`config.mk`:
```
export PLATFORM = sky130hd
export DESIGN_NAME = lpc_rx_irq
export DESIGN_NICKNAME = d
export VERILOG_FILES = /design/src/rtl/lpc_rx_irq_pkg.sv /design/src/rtl/lpc_rst_sync.sv /design/src/rtl/lpc_flag_bank.sv /design/src/rtl/lpc_ch3_src.sv /design/src/rtl/lpc_irq_gate.sv /design/src/rtl/lpc_rx_irq.sv
export SDC_FILE = /design/constraint.sdc
export NUM_CORES = 1
export LEC_CHECK = 0
export CORE_AREA = 2 2 39 41
export CTS_CLUSTER_DIAMETER = 40
export CTS_CLUSTER_SIZE = 8
export DETAILED_ROUTE_END_ITERATION = 8
export DIE_AREA = 0 0 41 43
export DONT_BUFFER_PORTS = 1
export MAX_ROUTING_LAYER = met4
export PLACE_DENSITY = 0.51
export REMOVE_ABC_BUFFERS = 1
export SLEW_MARGIN = 20
export SYNTH_ARGS = -nofsm -noshare
export SYNTH_HDL_FRONTEND = slang
export SYNTH_SLANG_ARGS = --single-unit
export TNS_END_PERCENT = 5
```
`constraint.sdc`:
```
create_clock -name clk -period 0.8 [get_ports clk]
set_clock_uncertainty 0.1 [all_clocks]
set_input_delay 0.04 -clock clk [delete_from_list [all_inputs] [get_ports clk]]
set_output_delay 0.04 -clock clk [all_outputs]
set_load 0.02 [all_outputs]
```
`src/rtl/lpc_rx_irq_pkg.sv`:
```
package lpc_rx_irq_pkg;
  localparam int unsigned NUM_RX    = 3;
  localparam int unsigned NUM_ERR   = 3;
  localparam int unsigned CH3_BIT   = 2;
  localparam int unsigned BLK_BYTES = 16;
  localparam int unsigned BLK_IDX_W = $clog2(BLK_BYTES);

  // Positions of the error sources inside the error flag vector.
  typedef enum logic [1:0] {
    ERR_LRESET   = 2'd0,
    ERR_SHUTDOWN = 2'd1,
    ERR_ABORT    = 2'd2
  } err_src_e;
endpackage

```
`src/rtl/lpc_rst_sync.sv`:
```
module lpc_rst_sync #(
  parameter int unsigned STAGES = 2
) (
  input  logic clk,
  input  logic rst_n_i,
  output logic rst_n_o
);
  logic [STAGES-1:0] sync_q;
  logic [STAGES-1:0] sync_d;

  always_comb begin
    sync_d = {sync_q[STAGES-2:0], 1'b1};
  end

  always_ff @(posedge clk or negedge rst_n_i) begin
    if (!rst_n_i) sync_q <= '0;
    else          sync_q <= sync_d;
  end

  assign rst_n_o = sync_q[STAGES-1];
endmodule

```
`src/rtl/lpc_flag_bank.sv`:
```
module lpc_flag_bank #(
  parameter int unsigned WIDTH = 3
) (
  input  logic             clk,
  input  logic             rst_n,
  input  logic [WIDTH-1:0] set_i,
  input  logic [WIDTH-1:0] clr_i,
  output logic [WIDTH-1:0] d_o,
  output logic [WIDTH-1:0] q_o
);
  logic [WIDTH-1:0] flag_d;
  logic [WIDTH-1:0] flag_q;
  logic [WIDTH-1:0] flag_en;

  for (genvar i = 0; i < WIDTH; i++) begin : g_bit
    always_comb begin
      flag_en[i] = set_i[i] | clr_i[i];
      flag_d[i]  = set_i[i] | (flag_q[i] & ~clr_i[i]);
    end

    always_ff @(posedge clk or negedge rst_n) begin
      if (!rst_n)          flag_q[i] <= 1'b0;
      else if (flag_en[i]) flag_q[i] <= flag_d[i];
    end
  end

  assign d_o = flag_d;
  assign q_o = flag_q;

  // a strobe leaves its flag set
  assert_flag_set_R2_R7: assert property (@(posedge clk) disable iff (!rst_n)
    1'b1 |=> ((q_o & $past(set_i)) == $past(set_i)));

  // untouched flags hold their value
  assert_flag_hold_R3: assert property (@(posedge clk) disable iff (!rst_n)
    1'b1 |=> (((q_o ^ $past(q_o)) & ~$past(set_i | clr_i)) == '0));

  // a clear without a set empties the flag
  assert_flag_clear_R3: assert property (@(posedge clk) disable iff (!rst_n)
    1'b1 |=> ((q_o & $past(clr_i & ~set_i)) == '0));
endmodule

```
`src/rtl/lpc_ch3_src.sv`:
```
module lpc_ch3_src #(
  parameter int unsigned IDX_W = 4,
  parameter int unsigned LAST  = 15
) (
  input  logic             blk_mode_i,
  input  logic             plain_i,
  input  logic             blk_wr_i,
  input  logic [IDX_W-1:0] blk_idx_i,
  output logic             set_o
);
  localparam logic [IDX_W-1:0] LAST_IDX = IDX_W'(LAST);

  logic blk_last;

  always_comb begin
    blk_last = blk_wr_i && (blk_idx_i == LAST_IDX);
    set_o    = blk_mode_i ? blk_last : plain_i;
  end
endmodule

```
`src/rtl/lpc_irq_gate.sv`:
```
module lpc_irq_gate #(
  parameter int unsigned WIDTH  = 3,
  parameter int unsigned OUT_W  = 3
) (
  input  logic             clk,
  input  logic             rst_n,
  input  logic [WIDTH-1:0] flag_d_i,
  input  logic [WIDTH-1:0] ie_i,
  output logic [OUT_W-1:0] irq_o
);
  logic [WIDTH-1:0] gated;
  logic [OUT_W-1:0] irq_d;
  logic [OUT_W-1:0] irq_q;
  logic [OUT_W-1:0] irq_en;

  always_comb begin
    gated = flag_d_i & ie_i;
  end

  if (OUT_W == 1) begin : g_merge
    always_comb begin
      irq_d = |gated;
    end
  end else begin : g_lane
    always_comb begin
      irq_d = gated;
    end
  end

  always_comb begin
    irq_en = irq_d ^ irq_q;
  end

  for (genvar i = 0; i < OUT_W; i++) begin : g_reg
    always_ff @(posedge clk or negedge rst_n) begin
      if (!rst_n)         irq_q[i] <= 1'b0;
      else if (irq_en[i]) irq_q[i] <= irq_d[i];
    end
  end

  assign irq_o = irq_q;
endmodule

```
`src/rtl/lpc_rx_irq.sv`:
```
module lpc_rx_irq
  import lpc_rx_irq_pkg::*;
(
  input  logic       clk,
  input  logic       rst_n,
  input  logic [2:0] rx_done_i,
  input  logic       blk_mode_i,
  input  logic       blk_wr_i,
  input  logic [3:0] blk_idx_i,
  input  logic [2:0] rx_ie_i,
  input  logic [2:0] rx_clr_i,
  input  logic       ev_lreset_i,
  input  logic       ev_shutdown_i,
  input  logic       ev_abort_i,
  input  logic       err_ie_i,
  input  logic [2:0] err_clr_i,
  output logic [2:0] rx_flag_o,
  output logic [2:0] err_flag_o,
  output logic [2:0] rx_irq_o,
  output logic       err_irq_o
);
  localparam logic [BLK_IDX_W-1:0] LAST_IDX = BLK_IDX_W'(BLK_BYTES - 1);

  logic               rst_sync_n;
  logic               ch3_set;
  logic [NUM_RX-1:0]  rx_set;
  logic [NUM_RX-1:0]  rx_flag_d;
  logic [NUM_ERR-1:0] err_set;
  logic [NUM_ERR-1:0] err_flag_d;
  logic [NUM_ERR-1:0] err_ie_vec;

  lpc_rst_sync #(.STAGES(2)) u_rst_sync (
    .clk     (clk),
    .rst_n_i (rst_n),
    .rst_n_o (rst_sync_n)
  );

  lpc_ch3_src #(.IDX_W(BLK_IDX_W), .LAST(BLK_BYTES - 1)) u_ch3_src (
    .blk_mode_i (blk_mode_i),
    .plain_i    (rx_done_i[CH3_BIT]),
    .blk_wr_i   (blk_wr_i),
    .blk_idx_i  (blk_idx_i),
    .set_o      (ch3_set)
  );

  always_comb begin
    rx_set                       = rx_done_i;
    rx_set[CH3_BIT]              = ch3_set;
    err_set                      = '0;
    err_set[ERR_LRESET]          = ev_lreset_i;
    err_set[ERR_SHUTDOWN]        = ev_shutdown_i;
    err_set[ERR_ABORT]           = ev_abort_i;
    err_ie_vec                   = {NUM_ERR{err_ie_i}};
  end

  lpc_flag_bank #(.WIDTH(NUM_RX)) u_rx_flags (
    .clk   (clk),
    .rst_n (rst_sync_n),
    .set_i (rx_set),
    .clr_i (rx_clr_i),
    .d_o   (rx_flag_d),
    .q_o   (rx_flag_o)
  );

  lpc_flag_bank #(.WIDTH(NUM_ERR)) u_err_flags (
    .clk   (clk),
    .rst_n (rst_sync_n),
    .set_i (err_set),
    .clr_i (err_clr_i),
    .d_o   (err_flag_d),
    .q_o   (err_flag_o)
  );

  lpc_irq_gate #(.WIDTH(NUM_RX), .OUT_W(NUM_RX)) u_rx_gate (
    .clk      (clk),
    .rst_n    (rst_sync_n),
    .flag_d_i (rx_flag_d),
    .ie_i     (rx_ie_i),
    .irq_o    (rx_irq_o)
  );

  lpc_irq_gate #(.WIDTH(NUM_ERR), .OUT_W(1)) u_err_gate (
    .clk      (clk),
    .rst_n    (rst_sync_n),
    .flag_d_i (err_flag_d),
    .ie_i     (err_ie_vec),
    .irq_o    (err_irq_o)
  );

  // no receive interrupt without its flag
  assert_irq_needs_flag_R4: assert property (@(posedge clk) disable iff (!rst_sync_n)
    ((rx_irq_o & ~rx_flag_o) == '0));

  // error interrupt only with some error flag set
  assert_err_needs_flag_R8: assert property (@(posedge clk) disable iff (!rst_sync_n)
    err_irq_o |-> (err_flag_o != '0));

  // final block byte raises the channel-3 flag
  assert_blk_last_R5: assert property (@(posedge clk) disable iff (!rst_sync_n)
    (blk_mode_i && blk_wr_i && blk_idx_i == LAST_IDX) |=> rx_flag_o[CH3_BIT]);

  // earlier block bytes do not raise it
  assert_blk_partial_R5: assert property (@(posedge clk) disable iff (!rst_sync_n)
    (blk_mode_i && blk_wr_i && blk_idx_i != LAST_IDX && !rx_flag_o[CH3_BIT])
      |=> !rx_flag_o[CH3_BIT]);

  // plain strobe ignored in block mode
  assert_plain_ignored_R6: assert property (@(posedge clk) disable iff (!rst_sync_n)
    (blk_mode_i && rx_done_i[CH3_BIT] && !blk_wr_i && !rx_flag_o[CH3_BIT])
      |=> !rx_flag_o[CH3_BIT]);

  // everything quiet while held in reset
  assert_reset_quiet_R1: assert property (@(posedge clk)
    !rst_sync_n |-> (rx_flag_o == '0 && err_flag_o == '0 && rx_irq_o == '0 && !err_irq_o));
endmodule

```
# After elaboration in Yosys (flattened, before gate mapping)
# Cells that the tools add are included.
# totals
register_bits,12
inputBits,24
out_inout_bits,10
word_cells,43
# op_classes
eq_ne,1
n_mux,1
bitwise_logic,28
reduce_logical,2
# op_table
cell,count
$or 1x1->1,12
$and 1x1->1,6
$and 3x3->3,2
$not 1->1,6
$eq 4x4->1 const B,1
$reduce_or 3->1,1
$xor 3x3->3,1
$logic_and 1x1->1,1
$mux 1,1
$xor 1x1->1,1

# Depth between registers and ports, before layout
# Gate-level depths: netlist (run 1).
# logic_depth
word_depth,6
ltp_mapped,3
depth_no_buf,3

# Hierarchy
# From an unflattened synthesis (run 1), not the netlist that was laid out.
# unflattened
hier_cells,40
area_unflattened_um2,469.2
# modules_own_cells
module,n_inst,cells_each,area_per_inst_um2,seq_area_each_um2
lpc_flag_bank,2,12,131.4,75.1
lpc_irq_gate at u_rx_gate,1,6,93.8,75.1
lpc_rst_sync,1,3,53.8,50.0
lpc_irq_gate at u_err_gate,1,3,38.8,25.0
lpc_ch3_src,1,4,20.0,0.0

# Worst setup path before layout (run 1)
# No wires, ideal clock.
# synth_path
path_kind,reg2reg
from,register u_err_flags.flag_q[0] (netlist: u_err_flags.q_o[0])
to,register u_err_gate.irq_q (netlist: u_err_gate.irq_o)
setup_ns,0.124
arrival_ns,0.913
required_time_ns,0.576
slack_ns,-0.336
stages_incl_launch_ff,3
n_path_buf,0
period_less_slack_ns,1.136
path_cell_list,dfrtp_1 > a21o_1 > o31a_1
# synth_via
elab_chain_len,5
# synth_lines
element,line,rtl
"start, declared",lpc_flag_bank.sv:12,logic [WIDTH-1:0] flag_q;
"start signal, assigned by index",lpc_flag_bank.sv:23,else if (flag_en[i]) flag_q[i] <= flag_d[i];
$and 1x1->1 (*),lpc_flag_bank.sv:18,flag_d[i] = set_i[i] | (flag_q[i] & ~clr_i[i]);
$or 1x1->1 (*),lpc_flag_bank.sv:18,
$and 3x3->3 (*),lpc_irq_gate.sv:17,gated = flag_d_i & ie_i;
$reduce_or 3->1 (*),lpc_irq_gate.sv:22,irq_d = |gated;
$xor 1x1->1,lpc_irq_gate.sv:31,irq_en = irq_d ^ irq_q;
"end signal, assigned by index",lpc_irq_gate.sv:37,else if (irq_en[i]) irq_q[i] <= irq_d[i];
"end, declared",lpc_irq_gate.sv:13,logic [OUT_W-1:0] irq_q;
# Mark *: on every way between the ends. The rest lies on a longest branch, timed or not.
# A chain may end at the register's enable or synchronous reset.

# Final worst setup path (run 1)
# layout_path
from,register u_err_flags.flag_q[2] (netlist: u_err_flags.q_o[2])
to,register u_err_gate.irq_q (netlist: u_err_gate.irq_o)
# Same word-level chain as after synthesis.

==> impl_metrics.env, run 1 <==
export IMPL_cts_hold_buffers=6
export IMPL_failed_checks="hold timing, setup timing"
export IMPL_critPathArrivalTime_ns=1.10
export IMPL_finalSetupViolCount=14
export IMPL_syn_area_um2=422.9
export IMPL_timing_final_crit_share=1.307
export IMPL_synth_avg_cell_area_um2=13.22
export IMPL_cts_tree="built"
export IMPL_pwr_share_comb=0.106
export IMPL_cpPeakStageDelay_ns=0.38
export IMPL_cts_buffers=3
export IMPL_synth_compound_area_frac=0.1391
export IMPL_gp_congestion=0.6098
export IMPL_dieArea_mm2=0.001763
export IMPL_grt_pass1_wl_um=1179
export IMPL_power_share_switching=0.2259
export IMPL_htreeDepth=1
export IMPL_synthMuxAreaShare=0
export IMPL_p_int_uw=999.7
export IMPL_clock_latency_ns=0.26
export IMPL_r2r_end="u_err_gate.irq_o"
export IMPL_cap_violations=0
export IMPL_initial_utilization=0.3056
export IMPL_outcome="finished with violations"
export IMPL_die_h_um=43
export IMPL_synth_simple_area_share=0.09763
export IMPL_r2r_start="u_err_flags.q_o[2]"
export IMPL_synth_cell_types=10
export IMPL_end_kind="flop"
export IMPL_cp_depth=2
export IMPL_pin_count=34
export IMPL_post_drt_via_cell_ratio=4.609
export IMPL_area_growth_pct=39.64
export IMPL_crit_path_end="u_err_gate.irq_o"
export IMPL_num_fill_cells=142
export IMPL_grt_usage=0.1097
export IMPL_cp_top_family="compound AO/OA/AOI/OAI gates"
export IMPL_worst_r2r_setup_slack_ns=-0.25
export IMPL_fin_total_pwr_uw=1291
export IMPL_slew_violations=0
export IMPL_place_ws_ns=-0.2660
export IMPL_rsz0062_at_grt="true"
export IMPL_clockBufferDepth=2
export IMPL_post_drt_wl_per_cell_um=12.66
export IMPL_ant_nets=0
export IMPL_io_buffers=0
export IMPL_powerDensity_mw_per_mm2=2187
export IMPL_setup_ws_ns=-0.2458
export IMPL_critPathSlowestCell="dfrtp_1"
export IMPL_seq_area_frac_synth=0.7101
export IMPL_rr_worst_depth=2
export IMPL_ir_worst_vdd_uv=980.4
export IMPL_final_cell_mix="10 x dfrtp_1, 6 x dlygate4sd3_1, 5 x inv_1, 5 x a21o_1, 5 x buf_4"
export IMPL_drive_gt1_frac=0.2708
export IMPL_firstDrtPassIters=1
export IMPL_cp_required_ns=0.85
export IMPL_cp_cell_sequence="a21o_1 -> o31a_1"
export IMPL_ys_ff_latch=12
export IMPL_drc=0
export IMPL_clock_root_buffer="clkbuf_4"
export IMPL_crit_fanout=2
export IMPL_hp_class="input port to flop"
export IMPL_switching_power_uw=291.7
export IMPL_first_global_vias=317
export IMPL_post_dp_cell_area_um2=488.0
export IMPL_pwr_share_seq=0.536
export IMPL_fmax_mhz=956.2
export IMPL_synth_warnings=0
export IMPL_grt_max_degree=11
export IMPL_clkSlewWorstSetupHoldPaths_ns=0.07
export IMPL_leakage_uw=0.0002912
export IMPL_core_rowCount=14
export IMPL_synth_xor_area_frac=0
export IMPL_cts_setup_buffers=0
export IMPL_overflow=0
export IMPL_antenna_found_initial=0
export IMPL_first_iter_violations=0
export IMPL_crit_start="u_err_flags.q_o[2]"
export IMPL_final_hold_viol_count=10
export IMPL_placeableCoreArea_mm2=0.001384
export IMPL_dp_final_hpwl_um=650.5
export IMPL_vias=295
export IMPL_antenna_cells=0
export IMPL_hold_slack_ns=-0.2201
export IMPL_routed_wl_um=810
export IMPL_final_common_cell="dfrtp_1"
export IMPL_clock_sinks=12
export IMPL_start_kind="flop"
export IMPL_synthAdderAreaFrac=0
export IMPL_finalNetCount=73
export IMPL_min_period_ns=1.046
export IMPL_final_area_um2=590.6
export IMPL_synth_top_family_by_area="compound AO/OA/AOI/OAI gates"
export IMPL_synthCells=32
export IMPL_crit_buf_inv=0
export IMPL_clockPowerShare=0.357
export IMPL_path_class="flop to flop"
export IMPL_die_x_um=41
## state kept, by name (all words and copies together) (netlist names)
register           flops
u_rx_flags.q_o         3
u_err_flags.q_o        3
u_err_gate.irq_o       1
u_rx_gate.irq_o        3
u_rst_sync.sync_q      2
## cells in the mapped netlist (all sizes together)
cell type   n  share of area
a21o        5          0.089
nand2b      2          0.030
inv         5          0.044
nand4       1          0.015
and2        3          0.044
conb        1         0.0089
dfrtp      12           0.71
o31a        1          0.021
o211ai      1          0.030
nand2       1         0.0089
## metrics by stage
step                      hold slack (ns)    util  instances  TNS [ns]
after floorplan                   -0.3556       -         32    -1.196
after global placement            -0.3555  0.3526         54   -0.5165
after detailed placement          -0.3555  0.3526         54   -0.6117
after CTS                         -0.2289  0.4259         64    -1.827
after global routing              -0.2374  0.4268         64    -2.193
final                             -0.2201  0.4268         64    -1.581
## repair_timing
action	in CTS	in global routing
pin swaps	7	1
setup endpoints to repair	15	19
resized for setup	2	1
hold endpoints to repair	12	10
## layer usage
| metal | wire length, µm | up-vias | track usage |
|---|---|---|---|
| met2 | 476 | 21 | 0.1875 |
| met1 | 228 | 140 | 0.08108 |
| met4 | 0 | 0 | 0.1000 |
| li1 | - | 134 | - |
| met5 | 0 | - | - |
| met3 | 106 | 0 | 0.03141 |
## kinds of logic after synthesis
| family | count (synthesis) |
|---|---|
| DFF | 12 |
| AOI/OAI and AO/OA | 7 |
| and+or+nand+nor | 7 |
| buffers and inverters | 5 |
| other | 1 |
## power groups by stage
| stage | combinational (µW) | clock, µW | sequential [µW] |
|---|---|---|---|
| global route | 151 | 526 | 701 |
| finish | 137 | 462 | 693 |
| CTS | 138 | 494 | 694 |
| global placement | 110 | 0 | 702 |
| detailed placement | 113 | 0 | 705 |
| floorplan | 42.6 | 0 | 726 |
## how the worst min path moves through the flow
stage / slack, ns / to / from / cells after the start
after floorplan: -0.36 / u_rst_sync.sync_q[0] / rst_n / 0
after global placement: -0.36 / u_rst_sync.sync_q[0] / rst_n / 0
final: -0.22 / u_rx_flags.q_o[0] / rx_done_i[0] / 1
after CTS: -0.23 / u_rx_flags.q_o[0] / rx_done_i[0] / 1
after global routing: -0.24 / u_rx_flags.q_o[0] / rx_done_i[0] / 1
after detailed placement: -0.36 / u_rst_sync.sync_q[0] / rst_n / 0
## final cells by class
type / instances / area [µm²] / share of cell area
inverter: 5 / 18.77 / 0.03178
multi-input combinational: 15 / 103.9 / 0.1758
sequential: 12 / 302.8 / 0.5127
timing repair buffer: 12 / 108.9 / 0.1843
clock buffer: 4 / 36.28 / 0.06144
tap: 16 / 20.02 / 0.03390
Note: power is estimated with default switching activity, not from simulation.
==> run 2: changes to the inputs <==
--- a/config.mk
+++ b/config.mk
@@ -5,17 +5,18 @@
 export SDC_FILE = /design/constraint.sdc
 export NUM_CORES = 1
 export LEC_CHECK = 0
-export CORE_AREA = 2 2 39 41
+export CORE_MARGIN = 1
+export CORE_UTILIZATION = 35
 export CTS_CLUSTER_DIAMETER = 40
 export CTS_CLUSTER_SIZE = 8
 export DETAILED_ROUTE_END_ITERATION = 8
-export DIE_AREA = 0 0 41 43
 export DONT_BUFFER_PORTS = 1
 export MAX_ROUTING_LAYER = met4
-export PLACE_DENSITY = 0.51
+export PLACE_DENSITY = 0.55
 export REMOVE_ABC_BUFFERS = 1
 export SLEW_MARGIN = 20
 export SYNTH_ARGS = -nofsm -noshare
 export SYNTH_HDL_FRONTEND = slang
+export SYNTH_HIERARCHICAL = 1
 export SYNTH_SLANG_ARGS = --single-unit
 export TNS_END_PERCENT = 5
==> run 2 against run 1 <==
  * The flow still finishes with violations (hold timing, setup timing)
  * Register-to-register slack worse by 0.07 ns
  * Clock power is 25% lower
  * Final area is 26% higher
  * Combinational power is 62% higher
  * Wire length is 35% higher
  * Synthesized area is 11% higher
  * Final cell count is 25% higher
  * Via count is 34% higher
  * Worst hold slack better by 0.022 ns
  * Power is 1.6% lower
==> impl_metrics.env, run 2 <==
export IMPL_final_cell_mix="16 x dlygate4sd3_1, 12 x a21o_1, 11 x dfrtp_1"
export IMPL_final_hold_viol_count=2
export IMPL_place_ws_ns=-0.3576
export IMPL_fmax_mhz=896.7
export IMPL_ant_nets=0
export IMPL_powerDensity_mw_per_mm2=1703
export IMPL_synth_avg_cell_area_um2=11.73
export IMPL_io_buffers=0
export IMPL_synthAdderAreaFrac=0
export IMPL_path_class="flop to flop"
export IMPL_placeableCoreArea_mm2=0.001171
export IMPL_cpPeakStageDelay_ns=0.38
export IMPL_cts_tree="built"
export IMPL_yosys_top_cells_count="12 x a21o_1, 12 x dfrtp_1, 8 x inv_1, 3 x and2_1, 2 x nand3_1"
export IMPL_ir_worst_vdd_uv=941.1
export IMPL_outcome="finished with violations"
export IMPL_htreeDepth=1
export IMPL_grt_max_degree=11
export IMPL_synth_simple_area_share=0.06133
export IMPL_antenna_cells=0
export IMPL_ys_ff_latch=12
export IMPL_post_drt_wl_per_cell_um=13.69
export IMPL_cap_violations=0
export IMPL_slew_violations=0
export IMPL_start_kind="flop"
export IMPL_core_rowCount=12
export IMPL_rsz0062_at_grt="true"
export IMPL_final_common_cell="dlygate4sd3_1"
export IMPL_syn_area_um2=469.2
export IMPL_firstDrtPassIters=4
export IMPL_cp_cell_sequence="a21o_1 -> a222oi_1 -> inv_1"
export IMPL_top_usage_layer="met2"
export IMPL_vias=394
export IMPL_finalSetupViolCount=17
export IMPL_failed_checks="hold timing, setup timing"
export IMPL_die_h_um=38.62
export IMPL_synthTopCellsByArea="dfrtp_1 64%, a21o_1 19%, inv_1 6.4%"
export IMPL_first_global_vias=401
export IMPL_critPathSlowestCell="dfrtp_1"
export IMPL_synth_compound_area_frac=0.2267
export IMPL_timing_final_crit_share=1.394
export IMPL_synthCells=40
export IMPL_dieArea_mm2=0.001491
export IMPL_overflow=0
export IMPL_dpl_cell_count=60
export IMPL_grt_util_met1=0.1331
export IMPL_hold_slack_ns=-0.1977
export IMPL_pin_count=34
export IMPL_clock_root_buffer="clkbuf_4"
export IMPL_first_iter_violations=8
export IMPL_cp_required_ns=0.84
export IMPL_fin_total_pwr_uw=1270
export IMPL_synth_warnings=6
export IMPL_synth_top_family_by_area="compound AO/OA/AOI/OAI gates"
export IMPL_seq_area_frac_synth=0.6400
export IMPL_antenna_found_initial=0
export IMPL_setup_ws_ns=-0.3152
export IMPL_ys_flop_type="dfrtp_1"
export IMPL_clock_sinks=12
export IMPL_post_drt_via_cell_ratio=4.925
export IMPL_setup_tns_ns=-2.154
export IMPL_met3_usage=0.03468
export IMPL_final_area_um2=745.7
export IMPL_area_growth_pct=58.93
export IMPL_clockBufferDepth=2
export IMPL_met2_usage=0.3167
export IMPL_synth_top_area_cell="dfrtp_1"
export IMPL_synth_top_area_share=0.6400
export IMPL_initial_utilization=0.4006
export IMPL_die_x_um=38.62
export IMPL_routed_wl_um=1095
export IMPL_crit_fanout=2
export IMPL_min_period_ns=1.115
export IMPL_synth_xor_area_frac=0
export IMPL_hp_class="input port to flop"
export IMPL_clock_latency_ns=0.26
export IMPL_post_dp_cell_area_um2=531.8
export IMPL_synth_enable_flop_cells=0
export IMPL_end_kind="flop"
export IMPL_fin_cells=80
export IMPL_grt_pass1_wl_um=1504
export IMPL_leakage_uw=0.0003854
export IMPL_cts_hold_buffers=16
export IMPL_synthMuxAreaShare=0
export IMPL_drive_gt1_frac=0.1667
export IMPL_gp_congestion=0.5709
export IMPL_drc=0
export IMPL_synthArstFlopShare=1.000
export IMPL_finalNetCount=92
export IMPL_grt_usage=0.1591
export IMPL_dp_final_hpwl_um=783.9
export IMPL_cts_buffers=3
export IMPL_clkSlewWorstSetupHoldPaths_ns=0.07
export IMPL_critPathArrivalTime_ns=1.16
export IMPL_synth_cell_types=8
==> run 2: through the flow <==
step,utilization,hold WS (ns)
finish,0.6368,-0.1977
global placement,0.4541,-0.3555
CTS,0.6357,-0.2030
detailed placement,0.4541,-0.3555
floorplan,-,-0.3556
global route,0.6368,-0.2027
==> run 2: worst max-delay path: cells and delay by family (launching register included) <==
| family | cells | cell delay (ns) |
|---|---|---|
| DFF | 1 | 0.38 |
| AOI/OAI and AO/OA | 2 | 0.45 |
| buffers and inverters | 1 | 0.07 |
==> run 2: logic make-up (layout without fill, tap and decap cells) <==
| logic type | count (synthesis) | in the layout |
|---|---|---|
| other | 1 | 1 |
| buffers and inverters | 8 | 34 |
| flip-flops | 12 | 12 |
| AND/OR/NAND/NOR | 5 | 5 |
| AO/OA/AOI/OAI | 14 | 14 |
==> run 2: power breakdown <==
part | total (µW) | switching [µW] | internal, µW
Clock | 346 | 172 | 174
Sequential | 702 | 52.8 | 649
Combinational | 222 | 85.1 | 137
==> run 2: worst paths after layout <==
kind                                            from                   end  slack, ns  depth (start not counted)
worst min register to register  u_rst_sync/sync_q[1]     u_rx_flags/q_o[1]       0.06                          0
min in group asynchronous       u_rst_sync/sync_q[1]     u_rx_flags/q_o[1]       0.06                          0
worst min-delay path                        err_ie_i      u_err_gate/irq_o      -0.20                          2
worst max-delay path              u_err_flags/q_o[0]      u_err_gate/irq_o      -0.32                          3
worst max register to register    u_err_flags/q_o[0]      u_err_gate/irq_o      -0.32                          3
max in group asynchronous                      rst_n  u_rst_sync/sync_q[0]       0.03                          2
==> run 2: layer usage <==
| layer | vias to the layer above | part of all wire |
|---|---|---|
| li1 | 188 | - |
| met1 | 183 | 0.35 |
| met2 | 21 | 0.57 |
| met3 | 2 | 0.068 |
| met4 | 0 | 0.0064 |
| met5 | - | 0 |
==> run 2: what timing repair did <==
| item | in CTS | in global routing |
|---|---|---|
| buffers inserted | 1 | 0 |
| setup endpoints to repair | 17 | 19 |
| endpoints found under the hold margin | 12 | 2 |
| pin swaps | 8 | 3 |
| gates cloned | 0 | 0 |
| gates resized for setup | 6 | 1 |
==> run 2: layout make-up <==
| type | instances | area [µm²] |
|---|---|---|
| inverter | 8 | 30.03 |
| clock buffer | 3 | 22.52 |
| fill | 100 | 425.4 |
| tap | 14 | 17.52 |
| sequential | 12 | 301.5 |
| multi-input combinational | 20 | 138.9 |
| timing repair buffer | 23 | 235.2 |
==> run 3: changes to the inputs <==
--- a/config.mk
+++ b/config.mk
@@ -5,14 +5,14 @@
 export SDC_FILE = /design/constraint.sdc
 export NUM_CORES = 1
 export LEC_CHECK = 0
+export BUFFER_PORTS_ARGS = -buffer_cell sky130_fd_sc_hd__buf_2
 export CORE_MARGIN = 1
 export CORE_UTILIZATION = 35
 export CTS_CLUSTER_DIAMETER = 40
 export CTS_CLUSTER_SIZE = 8
 export DETAILED_ROUTE_END_ITERATION = 8
-export DONT_BUFFER_PORTS = 1
 export MAX_ROUTING_LAYER = met4
-export PLACE_DENSITY = 0.55
+export PLACE_DENSITY = 0.77
 export REMOVE_ABC_BUFFERS = 1
 export SLEW_MARGIN = 20
 export SYNTH_ARGS = -nofsm -noshare
==> run 3 against run 2 <==
  * The run still ends with hold timing, setup timing left
  * Maximum frequency fell by 0.71%
  * Critical path depth is the same
  * Combinational power rose by 36%
  * First-iteration DRC count is 25% higher
  * Utilization is 7.9 points higher
  * Power rose by 14%
  * Final area rose by 12%
  * Largest cell class is now buffers
  * Die area unchanged
  * Non-clock buffer count is 24 higher
  * Flip-flop and latch count did not move
  * Highest routed layer unchanged
==> impl_metrics.env, run 3 (synthesized netlist as in run 2, its figures left out) <==
export IMPL_clockBufferDepth=2
export IMPL_critPathArrivalTime_ns=1.17
export IMPL_antenna_found_initial=0
export IMPL_finalNetCount=116
export IMPL_firstDrtPassIters=6
export IMPL_crit_fanout=2
export IMPL_antenna_cells=0
export IMPL_htreeDepth=1
export IMPL_cts_tree="built"
export IMPL_area_growth_pct=78.67
export IMPL_core_rowCount=12
export IMPL_initial_utilization=0.4006
export IMPL_failed_checks="hold timing, setup timing"
export IMPL_r2r_start="u_err_flags/q_o[2]"
export IMPL_dieArea_mm2=0.001491
export IMPL_io_buffers=33
export IMPL_first_global_vias=492
export IMPL_final_core_util=0.7158
export IMPL_ir_worst_vdd_uv=1195
export IMPL_vias=480
export IMPL_die_x_um=38.62
export IMPL_post_dp_cell_area_um2=689.4
export IMPL_hp_class="input port to flop"
export IMPL_dpl_cell_count=92
export IMPL_final_hold_viol_count=8
export IMPL_outcome="finished with violations"
export IMPL_clock_sinks=12
export IMPL_routed_wl_um=1218
export IMPL_post_drt_via_cell_ratio=4.571
export IMPL_setup_ws_ns=-0.3232
export IMPL_cts_buffers=3
export IMPL_cp_required_ns=0.85
export IMPL_post_drt_wl_per_cell_um=11.60
export IMPL_die_h_um=38.62
export IMPL_drive_gt1_frac=0.4835
export IMPL_grt_usage=0.2010
export IMPL_rsz0062_at_grt="true"
export IMPL_grt_max_degree=11
export IMPL_overflow=0
export IMPL_timing_final_crit_share=1.404
export IMPL_gp_congestion=0.6170
export IMPL_clock_latency_ns=0.26
export IMPL_dp_final_hpwl_um=808.3
export IMPL_finalSetupViolCount=19
export IMPL_end_kind="flop"
export IMPL_cap_violations=0
export IMPL_first_iter_violations=10
export IMPL_powerDensity_mw_per_mm2=1724
export IMPL_setup_tns_ns=-2.875
export IMPL_path_class="flop to flop"
export IMPL_drc=0
export IMPL_ant_nets=0
export IMPL_placeableCoreArea_mm2=0.001171
export IMPL_final_cell_mix="31 x buf_2, 12 x a21o_1, 12 x dfrtp_1"
export IMPL_grt_pass1_wl_um=1869
export IMPL_min_from="rx_done_i[0]"
export IMPL_hold_slack_ns=-0.1214
export IMPL_leakage_uw=0.0004881
export IMPL_final_area_um2=838.3
export IMPL_final_common_cell="buf_2"
export IMPL_slew_violations=0
export IMPL_clock_root_buffer="clkbuf_4"
export IMPL_fin_cells=105
export IMPL_start_kind="flop"
export IMPL_fmax_mhz=890.3
export IMPL_crit_start="u_err_flags/q_o[2]"
export IMPL_clkSlewWorstSetupHoldPaths_ns=0.07
export IMPL_min_period_ns=1.123
export IMPL_pin_count=34
run 3: cell types whose count changed in the layout (fill, tap and decap cells not counted), sizes merged:
| cell | change |
|---|---|
| buf | +33 |
| clkbuf | +1 |
| dlygate4sd3 | -9 |
run 3: cell type report:
class | instances | area [µm²]
Clock buffer | 4 | 36.28
Fill cell | 84 | 332.8
Inverter | 8 | 30.03
Multi-Input combinational cell | 20 | 138.9
Sequential cell | 12 | 300.3
Tap cell | 14 | 17.52
Timing Repair Buffer | 47 | 315.3
run 3: routing by layer:
metal | vias to the layer above | wire length (µm) | global-route usage
met5 | - | 0 | -
met4 | 0 | 5 | 0.07759
met3 | 2 | 60 | 0.05202
met2 | 23 | 693 | 0.3750
met1 | 221 | 458 | 0.1948
li1 | 234 | - | -
run 3: path summary, 6_finish.rpt:
kind                            depth (start not counted)  slack, ns              endpoint
worst max-delay path                                    3      -0.32      u_err_gate/irq_o
worst min-delay path                                    2      -0.12     u_rx_flags/q_o[0]
worst max register to register                          3      -0.32      u_err_gate/irq_o
worst min register to register                          0       0.07    u_rx_gate/irq_o[1]
max in group asynchronous                               0       0.23    u_rx_gate/irq_o[2]
min in group asynchronous                               2      -0.01  u_rst_sync/sync_q[1]
run 3: power by group:
part           internal, µW  switching (µW)  total, µW
clock network           276             192        468
logic                   170             131        301
registers               648            28.6        676
run 3: stage by stage:
step	worst slack, ns	total power, µW	hold slack [ns]
2_1_floorplan	-0.4241	794.1	-0.3556
3_3_place_gp	-0.3398	917.5	-0.2734
3_5_place_dp	-0.3655	928.8	-0.2681
4_1_cts	-0.3316	1435	-0.1342
5_1_grt	-0.3967	1512	-0.1176
6_report	-0.3232	1445	-0.1214
run 3: worst max-delay path, stage by stage (launching register included):
cell and delay, ns:
dfrtp_1 0.38, a21o_1 0.16, a222oi_1 0.29, inv_1 0.08
run 3: timing repair:
| action | CTS | global route |
|---|---|---|
| endpoints found under the hold margin | 12 | 9 |
| gates cloned | 0 | 0 |
| pin swaps | 10 | 2 |
| gates resized for setup | 3 | 7 |
| endpoints found under the setup margin | 18 | 20 |
| setup buffers | 1 | 0 |
| hold buffers | 7 | 1 |
